<file path="config.mk">
export PLATFORM = sky130hd
export DESIGN_NAME = wr_burst_seq
export DESIGN_NICKNAME = d
export VERILOG_FILES = /design/src/rtl/wbs_pkg.sv /design/src/rtl/wbs_cfg_check.sv /design/src/rtl/wbs_planner.sv /design/src/rtl/wbs_tenure_ctl.sv /design/src/rtl/wr_burst_seq.sv
export SDC_FILE = /design/constraint.sdc
export NUM_CORES = 1
export LEC_CHECK = 0
export CORE_ASPECT_RATIO = 0.6
export CORE_MARGIN = 3
export CORE_UTILIZATION = 35
export DETAILED_ROUTE_END_ITERATION = 7
export DONT_BUFFER_PORTS = 1
export PLACE_DENSITY_LB_ADDON = 0.05
export SLEW_MARGIN = 20
export SYNTH_ARGS = -nofsm -noshare
export SYNTH_HDL_FRONTEND = slang
export SYNTH_HIERARCHICAL = 1
export SYNTH_SLANG_ARGS = --single-unit
</file>
<file path="constraint.sdc">
create_clock -name clk -period 5.9 [get_ports clk]
set_input_delay 1.18 -clock clk [delete_from_list [all_inputs] [get_ports clk]]
set_output_delay 1.18 -clock clk [all_outputs]
set_load 0.05 [all_outputs]
</file>
<file path="src/rtl/wbs_pkg.sv">
package wbs_pkg;

   typedef enum logic [2:0] {
      ST_IDLE,
      ST_PLAN,
      ST_REQ,
      ST_XFER,
      ST_REL
   } wbs_state_e;

   typedef enum logic {
      CMD_MEMWR = 1'b0,
      CMD_WRINV = 1'b1
   } wbs_cmd_e;

endpackage

</file>
<file path="src/rtl/wbs_cfg_check.sv">
module wbs_cfg_check #(
   parameter int CFG_W = 8
) (
   input  logic [CFG_W-1:0] cls_words,
   input  logic [CFG_W-1:0] max_burst,
   output logic             wi_en,
   output logic [CFG_W-1:0] maxb_eff
);

   if (CFG_W < 2) begin : g_bad_cfg
      $error("wbs_cfg_check: CFG_W must be at least 2");
   end

   logic [CFG_W-1:0] msb_oh;
   logic             cls_pow2;

   // one-hot of the highest set bit: rounds the maximum burst down to 2^k
   for (genvar i = 0; i < CFG_W; i++) begin : g_msb
      if (i == CFG_W-1) begin : g_top
         assign msb_oh[i] = max_burst[i];
      end else begin : g_low
         assign msb_oh[i] = max_burst[i] & ~(|max_burst[CFG_W-1:i+1]);
      end
   end

   always_comb begin
      maxb_eff = (max_burst == '0) ? CFG_W'(1) : msb_oh;
      cls_pow2 = (cls_words != '0) && ((cls_words & (cls_words - CFG_W'(1))) == '0);
      wi_en    = cls_pow2 && (cls_words <= maxb_eff);
   end

endmodule

</file>
<file path="src/rtl/wbs_planner.sv">
module wbs_planner #(
   parameter int CNT_W = 16,
   parameter int CFG_W = 8
) (
   input  logic [CFG_W-1:0] addr_lo,
   input  logic [CNT_W-1:0] rem,
   input  logic [CFG_W-1:0] cls_words,
   input  logic [CFG_W-1:0] maxb_eff,
   input  logic             wi_en,
   output logic             p_wrinv,
   output logic [CFG_W-1:0] p_len
);

   if (CNT_W < CFG_W) begin : g_bad_cnt
      $error("wbs_planner: CNT_W must not be narrower than CFG_W");
   end

   logic [CFG_W-1:0] cls_mask;
   logic [CFG_W-1:0] offset;
   logic [CFG_W-1:0] to_bnd;
   logic [CNT_W-1:0] whole_lines;
   logic [CNT_W-1:0] maxb_x;
   logic [CNT_W-1:0] cls_x;
   logic [CNT_W-1:0] bnd_x;
   logic [CNT_W-1:0] len_x;

   always_comb begin
      cls_mask    = cls_words - CFG_W'(1);
      offset      = addr_lo & cls_mask;
      to_bnd      = cls_words - offset;
      maxb_x      = CNT_W'(maxb_eff);
      cls_x       = CNT_W'(cls_words);
      bnd_x       = CNT_W'(to_bnd);
      whole_lines = rem & ~CNT_W'(cls_mask);
      p_wrinv     = 1'b0;
      if (wi_en && (offset == '0) && (rem >= cls_x)) begin
         p_wrinv = 1'b1;
         len_x   = (whole_lines < maxb_x) ? whole_lines : maxb_x;
      end else if (wi_en && (offset != '0)) begin
         len_x   = (rem < bnd_x) ? rem : bnd_x;
      end else begin
         len_x   = (rem < maxb_x) ? rem : maxb_x;
      end
      p_len = len_x[CFG_W-1:0];
   end

endmodule

</file>
<file path="src/rtl/wbs_tenure_ctl.sv">
module wbs_tenure_ctl
   import wbs_pkg::*;
#(
   parameter int ADDR_W = 30,
   parameter int CNT_W  = 16,
   parameter int CFG_W  = 8
) (
   input  logic              clk,
   input  logic              rst_n,
   input  logic              start,
   input  logic [ADDR_W-1:0] start_addr,
   input  logic [CNT_W-1:0]  start_len,
   input  logic [CFG_W-1:0]  cls_words,
   input  logic              p_wrinv,
   input  logic [CFG_W-1:0]  p_len,
   input  logic              gnt,
   input  logic              lat_expired,
   input  logic              tgt_ack,
   input  logic              tgt_stop,
   output logic              req,
   output logic              frame,
   output logic              cmd_wrinv,
   output logic [ADDR_W-1:0] burst_addr,
   output logic [CFG_W-1:0]  burst_len,
   output logic              busy,
   output logic              done,
   output logic [ADDR_W-1:0] cur_addr,
   output logic [CNT_W-1:0]  cur_rem
);

   wbs_state_e        state;
   wbs_cmd_e          cmd;
   logic [CFG_W-1:0]  cnt;
   logic              lat_seen;

   logic              beat;
   logic [ADDR_W-1:0] nxt_addr;
   logic [CFG_W-1:0]  nxt_cnt;
   logic              lat_now;
   logic              at_bnd;
   logic              end_now;
   logic [CFG_W-1:0]  cls_mask;

   always_comb begin
      cls_mask = cls_words - CFG_W'(1);
      beat     = (state == ST_XFER) && tgt_ack;
      nxt_addr = cur_addr + ADDR_W'(beat);
      nxt_cnt  = cnt - CFG_W'(beat);
      lat_now  = lat_seen | lat_expired;
      at_bnd   = (nxt_addr[CFG_W-1:0] & cls_mask) == '0;
      end_now  = tgt_stop |
                 (beat & ((nxt_cnt == '0) |
                          (lat_now & ((cmd == CMD_MEMWR) | at_bnd))));
   end

   always_ff @(posedge clk) begin
      if (!rst_n) begin
         state      <= ST_IDLE;
         cmd        <= CMD_MEMWR;
         cnt        <= '0;
         lat_seen   <= 1'b0;
         cur_addr   <= '0;
         cur_rem    <= '0;
         burst_addr <= '0;
         burst_len  <= '0;
         done       <= 1'b0;
      end else begin
         done <= 1'b0;
         case (state)
            ST_IDLE: begin
               if (start) begin
                  cur_addr <= start_addr;
                  cur_rem  <= start_len;
                  if (start_len == '0) done  <= 1'b1;
                  else                 state <= ST_PLAN;
               end
            end
            ST_PLAN: begin
               cmd        <= p_wrinv ? CMD_WRINV : CMD_MEMWR;
               burst_addr <= cur_addr;
               burst_len  <= p_len;
               cnt        <= p_len;
               lat_seen   <= 1'b0;
               state      <= ST_REQ;
            end
            ST_REQ: begin
               if (gnt) state <= ST_XFER;
            end
            ST_XFER: begin
               cur_addr <= nxt_addr;
               cur_rem  <= cur_rem - CNT_W'(beat);
               cnt      <= nxt_cnt;
               lat_seen <= lat_now;
               if (end_now) state <= ST_REL;
            end
            ST_REL: begin
               if (cur_rem == '0) begin
                  state <= ST_IDLE;
                  done  <= 1'b1;
               end else begin
                  state <= ST_PLAN;
               end
            end
            default: state <= ST_IDLE;
         endcase
      end
   end

   always_comb begin
      req       = (state == ST_REQ) || (state == ST_XFER);
      frame     = (state == ST_XFER);
      busy      = (state != ST_IDLE);
      cmd_wrinv = (cmd == CMD_WRINV);
   end

   // ---------------- assertions ----------------
   assert_release_gap_R9: assert property (@(posedge clk) disable iff (!rst_n)
      $fell(frame) |-> !req);

   assert_req_rise_R9: assert property (@(posedge clk) disable iff (!rst_n)
      $rose(req) |-> $past(!frame));

   assert_done_pulse_R10: assert property (@(posedge clk) disable iff (!rst_n)
      done |=> !done);

   assert_no_overrun_R1: assert property (@(posedge clk) disable iff (!rst_n)
      frame |-> (cnt != '0));

   assert_plan_lines_R1: assert property (@(posedge clk) disable iff (!rst_n)
      (state == ST_PLAN && p_wrinv) |-> ((p_len & cls_mask) == '0) && (p_len != '0));

   assert_lat_boundary_R5: assert property (@(posedge clk) disable iff (!rst_n)
      ($fell(frame) && $past(cmd_wrinv) && !$past(tgt_stop) && $past(lat_now))
      |-> ((cur_addr[CFG_W-1:0] & cls_mask) == '0));

   assert_tenure_hold_R12: assert property (@(posedge clk) disable iff (!rst_n)
      (frame && $past(frame)) |->
      ($stable(burst_addr) && $stable(burst_len) && $stable(cmd_wrinv)));

   assert_start_ignored_R11: assert property (@(posedge clk) disable iff (!rst_n)
      (busy && state != ST_XFER) |=> ($stable(cur_rem) && $stable(cur_addr)));

endmodule

</file>
<file path="src/rtl/wr_burst_seq.sv">
module wr_burst_seq
   import wbs_pkg::*;
#(
   parameter int ADDR_W = 30,
   parameter int CNT_W  = 16,
   parameter int CFG_W  = 8
) (
   input  logic              clk,
   input  logic              rst_n,
   input  logic              start,
   input  logic [ADDR_W-1:0] start_addr,
   input  logic [CNT_W-1:0]  start_len,
   input  logic [CFG_W-1:0]  cls_words,
   input  logic [CFG_W-1:0]  max_burst,
   input  logic              gnt,
   input  logic              lat_expired,
   input  logic              tgt_ack,
   input  logic              tgt_stop,
   output logic              req,
   output logic              frame,
   output logic              cmd_wrinv,
   output logic [ADDR_W-1:0] burst_addr,
   output logic [CFG_W-1:0]  burst_len,
   output logic              busy,
   output logic              done
);

   if (ADDR_W < CFG_W) begin : g_bad_addr
      $error("wr_burst_seq: ADDR_W must not be narrower than CFG_W");
   end

   logic              wi_en;
   logic [CFG_W-1:0]  maxb_eff;
   logic              p_wrinv;
   logic [CFG_W-1:0]  p_len;
   logic [ADDR_W-1:0] cur_addr;
   logic [CNT_W-1:0]  cur_rem;

   wbs_cfg_check #(.CFG_W(CFG_W)) u_cfg (
      .cls_words (cls_words),
      .max_burst (max_burst),
      .wi_en     (wi_en),
      .maxb_eff  (maxb_eff)
   );

   wbs_planner #(.CNT_W(CNT_W), .CFG_W(CFG_W)) u_plan (
      .addr_lo   (cur_addr[CFG_W-1:0]),
      .rem       (cur_rem),
      .cls_words (cls_words),
      .maxb_eff  (maxb_eff),
      .wi_en     (wi_en),
      .p_wrinv   (p_wrinv),
      .p_len     (p_len)
   );

   wbs_tenure_ctl #(.ADDR_W(ADDR_W), .CNT_W(CNT_W), .CFG_W(CFG_W)) u_ctl (
      .clk         (clk),
      .rst_n       (rst_n),
      .start       (start),
      .start_addr  (start_addr),
      .start_len   (start_len),
      .cls_words   (cls_words),
      .p_wrinv     (p_wrinv),
      .p_len       (p_len),
      .gnt         (gnt),
      .lat_expired (lat_expired),
      .tgt_ack     (tgt_ack),
      .tgt_stop    (tgt_stop),
      .req         (req),
      .frame       (frame),
      .cmd_wrinv   (cmd_wrinv),
      .burst_addr  (burst_addr),
      .burst_len   (burst_len),
      .busy        (busy),
      .done        (done),
      .cur_addr    (cur_addr),
      .cur_rem     (cur_rem)
   );

endmodule

</file>
* Word-level counts from Yosys, hierarchy flattened
Cells that the tools add are included.
Widths: inputs -> output; s select.
** Operators by class
- Add/subtract/negate cells :: 5
- Bitwise logic cells :: 26
- Order comparisons :: 5
- Mux-type cells :: 24
- Reductions and logical operators :: 28
- Equality and inequality tests :: 8
** Operators with widths (count)
- $pmux 30 s2 :: 1
- $lt 16x8->1 :: 3
- $mux 8 :: 6
- $logic_not 8->1 :: 5
- $logic_not 16->1 :: 2
- $pmux 16 s2 :: 1
- $add 30x1->30 :: 1
- $mux 30 :: 1
- $and 8x8->8 :: 3
- $and 16x16->16 :: 1
- $ge 16x8->1 :: 1
- $mux 16 :: 1
- $not 8->16 :: 1
- $pmux 8 s2 :: 1
- $reduce_bool 8->1 :: 2
- $sub 16x1->16 :: 1
- $pmux 3 s5 :: 1
- $mux 3 :: 4
- $and 1x1->1 :: 9
- $le 8x8->1 :: 1
- $not 1->1 :: 8
- $sub 8x1->8 :: 1
- $sub 8x1->8 const B :: 1
- $sub 8x8->8 :: 1
- 21 further kinds :: 39
** Word-level totals
- Output and inout bits :: 43
- Logic and storage cells :: 105
- Register bits :: 98

* Logic depth before layout (Yosys ltp)
Gate-level depths: netlist (run 1).
- Word-level depth :: 12
- Gate-level depth with buffers :: 23

* Hierarchy
The synthesis (run 1) kept the hierarchy.
** Modules (own cells, without submodules)
- wbs_tenure_ctl :: sequential area each 1961.9 µm², area an instance 5038.6 µm², times used 1, cells an instance 655
- wbs_planner :: sequential area each 0.0 µm², area an instance 1841.8 µm², times used 1, cells an instance 226
- wbs_cfg_check :: sequential area each 0.0 µm², area an instance 345.3 µm², times used 1, cells an instance 54

* Least setup slack after synthesis (run 1)
OpenSTA, ideal clock, no wires.
- Path type :: input to register
- Start :: in cls_words[1]
- End :: reg u_ctl.cnt[3]
- Slack :: 0.669 ns
- Buffers on the path :: 0
- Required time :: 5.768 ns
- Arrival time :: 5.099 ns
- Cell stages on the path :: 20
- Cell sequence :: inv_1 > ha_1 > nand2b_1 > ha_1 > a221oi_1 > o21ai_1 > a31oi_1 > o31ai_2 > xnor2_1 > ha_1 > and4_1 > o21ai_0 > a21oi_1 > a2111oi_2 > nand2_1 > o211a_1 > o211a_1 > mux2_2 > nand2_1 > a21oi_1
** On the way
- Word-level cells in the longest chain between the ends :: 9
- Elaborated cells between the ends (all ways) :: 24
- Classes of those cells :: add/sub (2); order compare (4); mux (5); bitwise (4); reduce/logical (9)
** Ends and longest elaborated chain
- start, declared :: line wr_burst_seq.sv:13 : input logic [CFG_W-1:0] cls_words,
- branches (longest 7 deep; another with $lt 16x8->1)
- $mux 8 (*) :: line wbs_planner.sv:36 : if (wi_en && (offset == '0) && (rem >= cls_x)) begin
- via p_len[3] :: line wr_burst_seq.sv:35 : logic [CFG_W-1:0] p_len;
- $pmux 8 s2 (*) :: line wbs_tenure_ctl.sv:69 : case (state)
- end signal, assigned :: line wbs_tenure_ctl.sv:82 : cnt <= p_len;
- end signal, assigned :: line wbs_tenure_ctl.sv:92 : cnt <= nxt_cnt;
- end, declared :: line wbs_tenure_ctl.sv:33 : logic [CFG_W-1:0] cnt;
Mark *: on every way through the listed nets, which the timed path passes.
A chain may end at the register's enable or synchronous reset.

* Worst setup path in the final report (run 1)
- Start :: in cls_words[1]
- End :: reg u_ctl.cnt[0]
Same word-level chain as after synthesis.

==> impl_metrics.py, run 1 <==
metrics = {
    "floorplanning": {
        "design.die.area_um2": 22460,
        "ios": 112,
        "die_w_um": 191.5,
        "rows": 40,
        "die_h_um": 117.3,
        "core_area_um2": 20120,
        "start_util_pct": 35.91,
    },
    "place": {
        "dp_hpwl_um": 19790,
        "dpl_cell_area_um2": 7458,
        "globalplace.congestion": 0.9110,
        "place_ws_ns": 0.1297,
        "portBuffers": 0,
    },
    "setup_path": {
        "crit_type": "input port to flop",
        "critPathLaunchType": "input port",
        "crit_required_ns": 6.18,
        "cp-end-kind": "flop",
        "critPathMaxFanout": 12,
        "critPathArrivalTime_ns": 5.77,
    },
    "logic_synthesis": {
        "synthTopCellsByArea": "dfxtp_1 27%, ha_1 8.5%, nand2_1 8.4%, a21oi_1 6.7%, o21ai_0 2.7%",
        "ys_seq_elements": 98,
        "synth_edf_count": 0,
        "synth-main-ff-cell": "dfxtp_1",
        "syn_inst": 935,
        "synth.top_cell.area_share_pct": 27.15,
        "ys_async_sr_fraction_pct": 0,
        "syn_area_um2": 7226,
        "synth_area_per_cell_um2": 7.728,
        "yosysSeqAreaShare_pct": 27.15,
        "yosysWarnings": 6,
        "yosys.area.top_type": "dfxtp_1",
        "synth_nets": 1054,
        "yosysUniqueCellTypes": 92,
    },
    "sta": {
        "clock_skew_ns": 0.008109,
        "slew_headroom_pct": 25.22,
        "tns_ns": 0,
        "tightest_slew_ns": 1.111,
        "fin_crit_sh_pct": 93.06,
        "fin_ws_ns": 0.4095,
        "rsz0062_at_grt": "false",
        "fmax_ghz": 0.1821,
        "slew_violations": 0,
        "setup_viol": 0,
        "layout_min_cycle_time_ns": 5.491,
        "hold_violations": 0,
    },
    "detailed_routing": {
        "wl_per_cell_um": 21.81,
        "postRouteWirelength_um": 25980,
        "avgViaCountPerCell": 5.998,
        "drc": 0,
        "drtPass1Iterations": 6,
        "ant_nets": 0,
        "dr.first_iter.drc_count": 632,
        "vias": 7144,
    },
    "clock_network": {
        "cts_max_path_buffers": 2,
        "cts_tree": "done",
        "cts.repair_timing.setup_buffer_count": 0,
        "cts.sinks": 98,
        "clk_latency_ns": 0.35,
        "htreeDepth": 3,
        "cts_root_buf": "clkbuf_16",
        "path_clk_slew_ns": 0.07,
        "cts_resized": 0,
        "cts_inserted_buffers": 9,
        "holdBufCountCts": 0,
    },
    "hold_path": {
        "hp-class": "flop to flop",
    },
    "run": {
        "max_cap_violations": 0,
    },
    "grt": {
        "grt_pass1_wl_um": 38740,
        "overflow": 0,
        "antenna_found_initial": 2,
        "grt_util_all_layers_pct": 22.52,
        "grt_pass1_vias": 6554,
        "grt_max_degree": 61,
    },
    "power": {
        "power_density_nw_per_um2": 294.6,
        "p_leak_uw": 0.002883,
        "total_power_uw": 2297,
        "peakVddDrop_mv": 0.1686,
    },
    "finish": {
        "drive_gt1_share_pct": 7.843,
        "fin_util_pct": 38.76,
        "nets": 1032,
        "diodes": 0,
        "area_growth_pct": 7.913,
        "design_area_um2": 7797,
    },
    "status": {
        "status": "completed",
    },
}
-- final timing paths --
| path | start | end | slack (ns) | cells past startpoint |
|---|---|---|---|---|
| worst max-delay path | cls_words[1] | u_ctl/cnt[0]$_SDFFE_PN0P_ | 0.41 | 20 |
| worst min-delay path | u_ctl/cnt[0]$_SDFFE_PN0P_ | u_ctl/cnt[0]$_SDFFE_PN0P_ | 0.45 | 2 |
| worst max register to register | u_ctl/cur_addr[1]$_SDFFE_PN0P_ | u_ctl/cnt[0]$_SDFFE_PN0P_ | 1.05 | 18 |
| worst min register to register | u_ctl/cnt[0]$_SDFFE_PN0P_ | u_ctl/cnt[0]$_SDFFE_PN0P_ | 0.45 | 2 |
-- cell type report --
cell class                      count  area [um^2]
Timing Repair Buffer               17        131.4
Multi-Input combinational cell    745         4877
Tap cell                          273        341.6
Clock buffer                       11        242.7
Fill cell                        2142        12320
Sequential cell                    98         1962
Clock inverter                      5        85.08
Inverter                           42        157.7
-- power by group --
part           total (uW)  internal, uW  switching [uW]
Clock                 654           386             268
Combinational         742           276             466
Sequential            901           731             169
Total                2300          1390             903
-- layer usage --
layer	GRT usage [%]	vias to the layer above	wire, um
met5	0	-	30
met4	3.566	4	208
met3	8.244	22	2462
met2	28.15	240	9443
met1	35.78	3476	13840
li1	-	3402	-
-- through the flow --
step / hold slack, ns / cells
global route: 0.4809 / 1191
global placement: 0.4434 / 1174
CTS: 0.4578 / 1190
floorplan: 0.4319 / 935
detailed placement: 0.4485 / 1174
finish: 0.4516 / 1191
-- synthesized netlist by cell type, drive strengths merged, types with 6 or more instances --
cell,n
inv,41
dfxtp,98
nor3,27
o311ai,6
o22ai,8
a21o,6
o211ai,11
and4,9
or3,9
xnor2,14
nor2,46
nand3,21
ha,49
nand4,13
nor3b,6
buf,17
nor4,18
and2,14
a21oi,98
o21ai,47
nand2b,10
a31oi,12
a211oi,11
nand2,164
a22oi,12
a311oi,6
clkbuf,33
or4,6
nor2b,7
o21a,11
o211a,6
xor2,7
mux2i,10
and3,19
-- worst max-delay path, cell delays in order --
cell and delay [ns]:
inv_1 0.07, ha_1 0.40, nand2b_1 0.19, inv_1 0.08, fa_1 0.45, a21oi_1 0.18
o211ai_1 0.11, a22oi_1 0.34, a21oi_1 0.13, o21bai_1 0.19, xnor2_1 0.27, ha_1 0.34
a21o_1 0.18, a2111oi_2 0.41, buf_4 0.21, nor3_4 0.07, a22o_1 0.25, nor3_1 0.39
o211ai_1 0.16, a21oi_1 0.17
-- logic make-up after synthesis --
kind of cell	Yosys count	share of synthesized area (%)
AO/OA/AOI/OAI	269	24.87
XOR/XNOR	21	2.546
adder cells (fa/ha/maj)	51	8.900
buffers and inverters	92	5.506
flip-flops	98	27.15
multiplexers	15	2.320
AND/OR/NAND/NOR	389	28.71
-- cell usage in the layout (no fill, tap or decap), types with 12 or more instances in the layout --
master   Yosys  final
a21oi_1     97     97
a22oi_1     12     12
a31oi_1     12     12
and2_1      13     13
and3_1      17     17
buf_4        4     16
dfxtp_1     98     98
ha_1        49     49
inv_1       40     40
nand2_1    162    162
nand3_1     19     19
nor2_1      45     44
nor3_1      23     23
nor4_1      16     16
o21ai_0     39     39
xnor2_1     14     14
-- sequential cells by signal (all words and copies together), names as in the netlist, 3 cells and up --
register,cells
u_ctl/cur_addr,30
u_ctl/burst_len,8
u_ctl/burst_addr,30
u_ctl/cur_rem,16
u_ctl/cnt,8
u_ctl/state,3
Note: power is estimated with default switching activity, not from simulation.
==> run 2, diff against run 1 <==
--- a/config.mk
+++ b/config.mk
@@ -5,11 +5,11 @@
 export SDC_FILE = /design/constraint.sdc
 export NUM_CORES = 1
 export LEC_CHECK = 0
+export BUFFER_PORTS_ARGS = -buffer_cell sky130_fd_sc_hd__buf_2
 export CORE_ASPECT_RATIO = 0.6
 export CORE_MARGIN = 3
 export CORE_UTILIZATION = 35
 export DETAILED_ROUTE_END_ITERATION = 7
-export DONT_BUFFER_PORTS = 1
 export PLACE_DENSITY_LB_ADDON = 0.05
 export SLEW_MARGIN = 20
 export SYNTH_ARGS = -nofsm -noshare
==> constraint.sdc (replaced) <==
create_clock -name clk -period 5.9 [get_ports clk]
set_input_delay 0.295 -clock clk [delete_from_list [all_inputs] [get_ports clk]]
set_output_delay 0.295 -clock clk [all_outputs]
set_load 0.05 [all_outputs]
==> run 2 against run 1 <==
Effect of this change: non-clock buffer count rose by 113; cell count grew 9.4%; utilization increased by 2.7 points; clock skew increased by 0.0032 ns; routed wire length down 1.2%; clock power shrank 7.8%; global-route usage rose by 0.12 points; clock-buffer cell count is 2 lower; critical path type unchanged; die area is the same; design area up 6.9%; first-iteration DRC count is 6.2% lower.
==> impl_metrics.py, run 2 (synthesis results as in run 1) <==
metrics = {
    "status": {
        "status": "completed",
    },
    "finish": {
        "diodes": 0,
        "area_growth_pct": 15.32,
        "fillers": 2114,
        "drive_gt1_share_pct": 17.96,
        "fin_cells": 1303,
        "multi_input_area_um2": 4877,
        "fin_util_pct": 41.42,
        "largestRegisters": "u_ctl/burst_addr (30), u_ctl/cur_addr (30), u_ctl/cur_rem (16)",
        "design_area_um2": 8333,
        "nets": 1145,
        "mostFrequentLayoutCells": "162 x nand2_1, 110 x buf_2, 98 x dfxtp_1, 97 x a21oi_1, 49 x ha_1",
        "seq_area_um2": 1962,
        "final_common_cell": "nand2_1",
    },
    "power": {
        "peakVddDrop_mv": 0.1545,
        "total_power_uw": 2297,
        "power_density_nw_per_um2": 275.7,
        "p_leak_uw": 0.003382,
    },
    "sta": {
        "clock_skew_ns": 0.01134,
        "layout_min_cycle_time_ns": 4.916,
        "tightest_slew_ns": 1.097,
        "slew_headroom_pct": 26.16,
        "fin_crit_sh_pct": 83.33,
        "rsz0062_at_grt": "false",
        "slew_violations": 0,
        "fmax_ghz": 0.2034,
        "setup_viol": 0,
        "hold_violations": 0,
        "tns_ns": 0,
    },
    "place": {
        "dpl_cell_area_um2": 8039,
        "portBuffers": 110,
        "dp_cells": 1288,
        "dp_hpwl_um": 19400,
        "globalplace.congestion": 0.9110,
    },
    "grt": {
        "grt_use_met2_pct": 26.80,
        "antenna_found_initial": 0,
        "grt_util_all_layers_pct": 22.64,
        "grt_pass1_wl_um": 38960,
        "grt_max_degree": 43,
        "grt.busiest_layer": "met1",
        "grt_pass1_vias": 6488,
        "grtUsageMet1_pct": 38.67,
        "overflow": 0,
        "grt.met3_usage_pct": 6.190,
    },
    "detailed_routing": {
        "ant_nets": 0,
        "avgViaCountPerCell": 5.624,
        "wl_per_cell_um": 19.69,
        "drc": 0,
        "postRouteWirelength_um": 25660,
        "dr.first_iter.drc_count": 593,
        "vias": 7328,
        "drtPass1Iterations": 5,
    },
    "clock_network": {
        "path_clk_slew_ns": 0.07,
        "clk_latency_ns": 0.36,
        "cts_root_buf": "clkbuf_16",
        "cts.sinks": 98,
        "cts_tree": "done",
        "cts_max_path_buffers": 2,
        "cts.repair_timing.setup_buffer_count": 0,
        "holdBufCountCts": 0,
        "cts_inserted_buffers": 9,
        "htreeDepth": 3,
        "cts_resized": 0,
    },
    "setup_path": {
        "critPathMaxFanout": 12,
        "worstPathCellList": "buf_2 -> inv_1 -> ha_1 -> nand2b_1 -> ha_1 -> a221oi_1 -> o21ai_1 -> a31oi_1 -> o31ai_2 -> xnor2_1 -> ha_1 -> and4_1 -> o21ai_0 -> a21oi_1 -> a2111oi_2 -> buf_4 -> nand2_1 -> o211a_1 -> o211a_1 -> o2bb2ai_1 -> a22oi_1 -> nor2_1",
        "crit_type": "input port to flop",
        "crit_required_ns": 6.12,
        "critPathLaunchType": "input port",
        "cp-end-kind": "flop",
        "cp_slowest_cell": "xnor2_1",
        "slowest_delay_ns": 0.44,
        "cp_common_cell": "ha_1",
        "critPathArrivalTime_ns": 5.14,
    },
    "floorplanning": {
        "start_util_pct": 35.91,
        "design.die.area_um2": 22460,
        "die_w_um": 191.5,
        "core_area_um2": 20120,
        "rows": 40,
        "die_h_um": 117.3,
        "ios": 112,
    },
    "hold_path": {
        "hp-class": "input port to flop",
    },
    "run": {
        "max_cap_violations": 0,
    },
}
-- run 2: power breakdown --
| part | internal [uW] | switching, uW | total [uW] |
|---|---|---|---|
| sequential | 731 | 94.0 | 825 |
| combinational | 304 | 565 | 869 |
| clock | 328 | 275 | 603 |
| total | 1360 | 934 | 2300 |
-- run 2: routing by layer --
layer,wire length (um),vias to the layer above
li1,-,3628
met1,14450,3439
met2,8949,250
met3,2141,11
met4,112,0
met5,0,-
-- run 2: worst max-delay path: cells and delay by family --
family | cells | cell delay (ns)
AOI/OAI and AO/OA | 11 | 2.13
xor gates and xnor gates | 1 | 0.44
adders and majority gates | 3 | 1.07
buffers and inverters | 3 | 0.64
and+or+nand+nor | 4 | 0.55
-- run 2: cell type report --
cell class	instances	area share (%)
inverter	42	1.892
timing repair buffer	130	8.408
clock inverter	6	0.8258
sequential	98	23.54
multi-input combinational	745	58.53
clock buffer	9	2.703
tap	273	4.099
-- run 2: worst paths after layout --
path	startpoint	endpoint	slack, ns	cells past startpoint
hold reg to reg	u_ctl/burst_len[4]$_SDFFE_PN0P_	u_ctl/burst_len[4]$_SDFFE_PN0P_	0.45	2
setup / recovery	cls_words[1]	u_ctl/cnt[4]$_SDFFE_PN0P_	0.98	22
setup reg to reg	u_ctl/cur_addr[1]$_SDFFE_PN0P_	u_ctl/cnt[4]$_SDFFE_PN0P_	1.12	19
hold / removal	start_addr[18]	u_ctl/cur_addr[18]$_SDFFE_PN0P_	0.18	3
-- run 2: per-stage QoR --
step / setup slack [ns] / hold WS, ns
floorplan: 1.554 / 0.4294
CTS: 1.157 / 0.1647
finish: 0.9835 / 0.1763
global placement: 0.8404 / 0.4418
detailed placement: 0.7676 / 0.4446
global route: 0.6684 / 0.1748
==> run 3, diff against run 2 <==
--- a/config.mk
+++ b/config.mk
@@ -5,6 +5,7 @@
 export SDC_FILE = /design/constraint.sdc
 export NUM_CORES = 1
 export LEC_CHECK = 0
+export ABC_AREA = 1
 export BUFFER_PORTS_ARGS = -buffer_cell sky130_fd_sc_hd__buf_2
 export CORE_ASPECT_RATIO = 0.6
 export CORE_MARGIN = 3
==> constraint.sdc (replaced) <==
create_clock -name clk -period 4.6 [get_ports clk]
set_input_delay 0.23 -clock clk [delete_from_list [all_inputs] [get_ports clk]]
set_output_delay 0.23 -clock clk [all_outputs]
set_load 0.05 [all_outputs]
==> run 3 against run 2 <==
Effect of this change: clock power up 37%; design area up 4.0%; sequential share of layout area down 0.90 points; highest routed layer is now met5.
==> impl_metrics.py, run 3 <==
metrics = {
    "setup_path": {
        "cp_common_cell": "nand2_1",
        "cp_slowest_cell": "ha_1",
        "worst_r2r_endpoint": "u_ctl/cnt[0]$_SDFFE_PN0P_",
        "critPathArrivalTime_ns": 3.93,
        "path_delay_family": "simple AND/OR/NAND/NOR gates",
        "r2r_slack_ns": 1.02,
        "slowest_delay_ns": 0.34,
        "crit_type": "input port to flop",
        "cp-end-kind": "flop",
        "crit_start": "cls_words[0]",
        "critPathMaxFanout": 11,
        "r2r_start": "u_ctl/cur_addr[1]$_SDFFE_PN0P_",
        "critPathLaunchType": "input port",
        "rr_worst_depth": 24,
        "crit_required_ns": 4.84,
        "crit_buf_inv": 5,
    },
    "logic_synthesis": {
        "yosysWarnings": 6,
        "yosysSeqAreaShare_pct": 26.05,
        "yosys.area.top_type": "dfxtp_1",
        "synthTopCellsByCount": "327 x nand2_1, 142 x inv_1, 138 x nor2_1, 98 x dfxtp_1, 92 x o21ai_0",
        "yosysUniqueCellTypes": 51,
        "synth_edf_count": 0,
        "synth_nets": 1332,
        "syn_inst": 1213,
        "synthTopCellsByArea": "dfxtp_1 26%, nand2_1 16%, ha_1 8.1%, inv_1 7.1%, nor2_1 6.9%",
        "synth-main-ff-cell": "dfxtp_1",
        "synth.top_cell.area_share_pct": 26.05,
        "synth_area_per_cell_um2": 6.209,
        "ys_async_sr_fraction_pct": 0,
        "synth.most_common_cell": "nand2_1",
        "syn_area_um2": 7531,
        "ys_seq_elements": 98,
    },
    "power": {
        "power_density_nw_per_um2": 395.6,
        "peakVddDrop_mv": 0.2269,
        "total_power_uw": 3427,
        "p_leak_uw": 0.004155,
    },
    "grt": {
        "grt_max_degree": 57,
        "antenna_found_initial": 2,
        "overflow": 0,
        "grt_pass1_wl_um": 41950,
        "grt_pass1_vias": 7213,
        "grt_util_all_layers_pct": 22.74,
    },
    "sta": {
        "tns_ns": 0,
        "slew_headroom_pct": 32.20,
        "setup_viol": 0,
        "slew_violations": 0,
        "rsz0062_at_grt": "false",
        "fin_crit_sh_pct": 80.08,
        "layout_min_cycle_time_ns": 3.684,
        "clock_skew_ns": 0.01022,
        "hold_violations": 0,
        "fmax_ghz": 0.2715,
        "tightest_slew_ns": 1.016,
        "holdWs_ns": 0.1394,
    },
    "place": {
        "portBuffers": 110,
        "dp_cells": 1565,
        "dp_hpwl_um": 20340,
        "globalplace.congestion": 0.9067,
        "dpl_cell_area_um2": 8343,
    },
    "finish": {
        "design_area_um2": 8665,
        "largestRegisters": "u_ctl/burst_addr (30), u_ctl/cur_addr (30), u_ctl/cur_rem (16)",
        "fillers": 2232,
        "diodes": 0,
        "multi_input_area_um2": 4835,
        "final_common_cell": "nand2_1",
        "fin_cells": 1581,
        "drive_gt1_share_pct": 13.84,
        "area_growth_pct": 15.05,
        "seq_area_um2": 1962,
        "mostFrequentLayoutCells": "327 x nand2_1, 142 x inv_1, 137 x nor2_1, 110 x buf_2, 98 x dfxtp_1",
        "nets": 1422,
    },
    "floorplanning": {
        "die_w_um": 195.4,
        "die_h_um": 119.6,
        "rows": 40,
        "ios": 112,
        "start_util_pct": 36.61,
        "design.die.area_um2": 23370,
        "core_area_um2": 20570,
    },
    "run": {
        "max_cap_violations": 0,
    },
    "detailed_routing": {
        "postRouteWirelength_um": 26750,
        "drc": 0,
        "vias": 8200,
        "dr.first_iter.drc_count": 648,
        "wl_per_cell_um": 16.92,
        "drtPass1Iterations": 7,
        "ant_nets": 0,
        "avgViaCountPerCell": 5.187,
    },
    "clock_network": {
        "cts.repair_timing.setup_buffer_count": 0,
        "path_clk_slew_ns": 0.07,
        "cts_root_buf": "clkbuf_16",
        "cts_tree": "done",
        "cts.sinks": 98,
        "htreeDepth": 3,
        "cts_inserted_buffers": 9,
        "cts_resized": 0,
        "holdBufCountCts": 0,
        "clk_latency_ns": 0.35,
        "cts_max_path_buffers": 2,
    },
    "hold_path": {
        "hp-class": "input port to flop",
        "min_from": "start_addr[17]",
        "holdPathEnd": "u_ctl/cur_addr[17]$_SDFFE_PN0P_",
        "whs_path_depth": 3,
    },
    "status": {
        "status": "completed",
    },
}
-- run 3: changes by cell type after synthesis, moves of 22 or more --
cell / change
nand2_1: +165
o21ai_0: +53
nor2_1: +93
a21oi_1: -22
inv_1: +102
nand3_1: +45
-- run 3: cell families (layout without fill, tap and decap cells) --
family / after synthesis / in the layout / share of synthesized area, %
compound gates: 228 / 228 / 16.53
xor+xnor: 17 / 17 / 2.077
fa+ha+maj: 50 / 50 / 8.407
buf+inv: 193 / 288 / 9.919
flops: 98 / 98 / 26.05
mux: 1 / 1 / 0.1495
simple gates: 626 / 626 / 36.87
-- run 3: per-layer routing --
metal	GRT usage, %	routed length [um]
met2	27.41	9202
met4	2.626	112
met3	5.612	2068
met5	0	27
met1	39.07	15340
-- run 3: final cells by class --
| type | instances | share of cell area (%) |
|---|---|---|
| flip-flops and latches | 98 | 22.64 |
| clock inverters | 4 | 0.8664 |
| inverters | 150 | 6.513 |
| repair buffers | 122 | 7.393 |
| multi-input cells | 922 | 55.80 |
| well taps | 273 | 3.942 |
| clock buffers | 12 | 2.845 |
-- run 3: stage by stage --
stage | utilization (%) | setup WS, ns
after detailed placement | 40.56 | 0.6365
final | 42.12 | 0.9164
after CTS | 42.12 | 0.9995
after floorplan | - | 1.422
after global routing | 42.12 | 0.4509
after global placement | 40.56 | 0.6687
-- run 3: worst min-delay path: cells and delay by family --
kind            cells  cell delay, ns
buf+inv             1            0.10
compound gates      1            0.06
simple gates        1            0.06
-- run 3: worst max path at each step --
stage	cells after the start	slack, ns	end
after detailed placement	28	0.64	u_ctl/cnt[0]$_SDFFE_PN0P_
after global placement	28	0.67	u_ctl/cnt[0]$_SDFFE_PN0P_
after CTS	28	1.0	u_ctl/cnt[0]$_SDFFE_PN0P_
after floorplan	25	1.42	u_ctl/cnt[6]$_SDFFE_PN0P_
after global routing	29	0.45	u_ctl/cnt[2]$_SDFFE_PN0P_
final	28	0.92	u_ctl/cnt[0]$_SDFFE_PN0P_
-- run 3: where the power goes --
| part | total [uW] | internal [uW] | switching [uW] | leakage [uW] |
|---|---|---|---|---|
| sequential | 1140 | 986 | 159 | 0.000803 |
| clock | 829 | 492 | 337 | 0.000149 |
| combinational | 1450 | 418 | 1040 | 0.00320 |
| total | 3430 | 1900 | 1530 | 0.00415 |
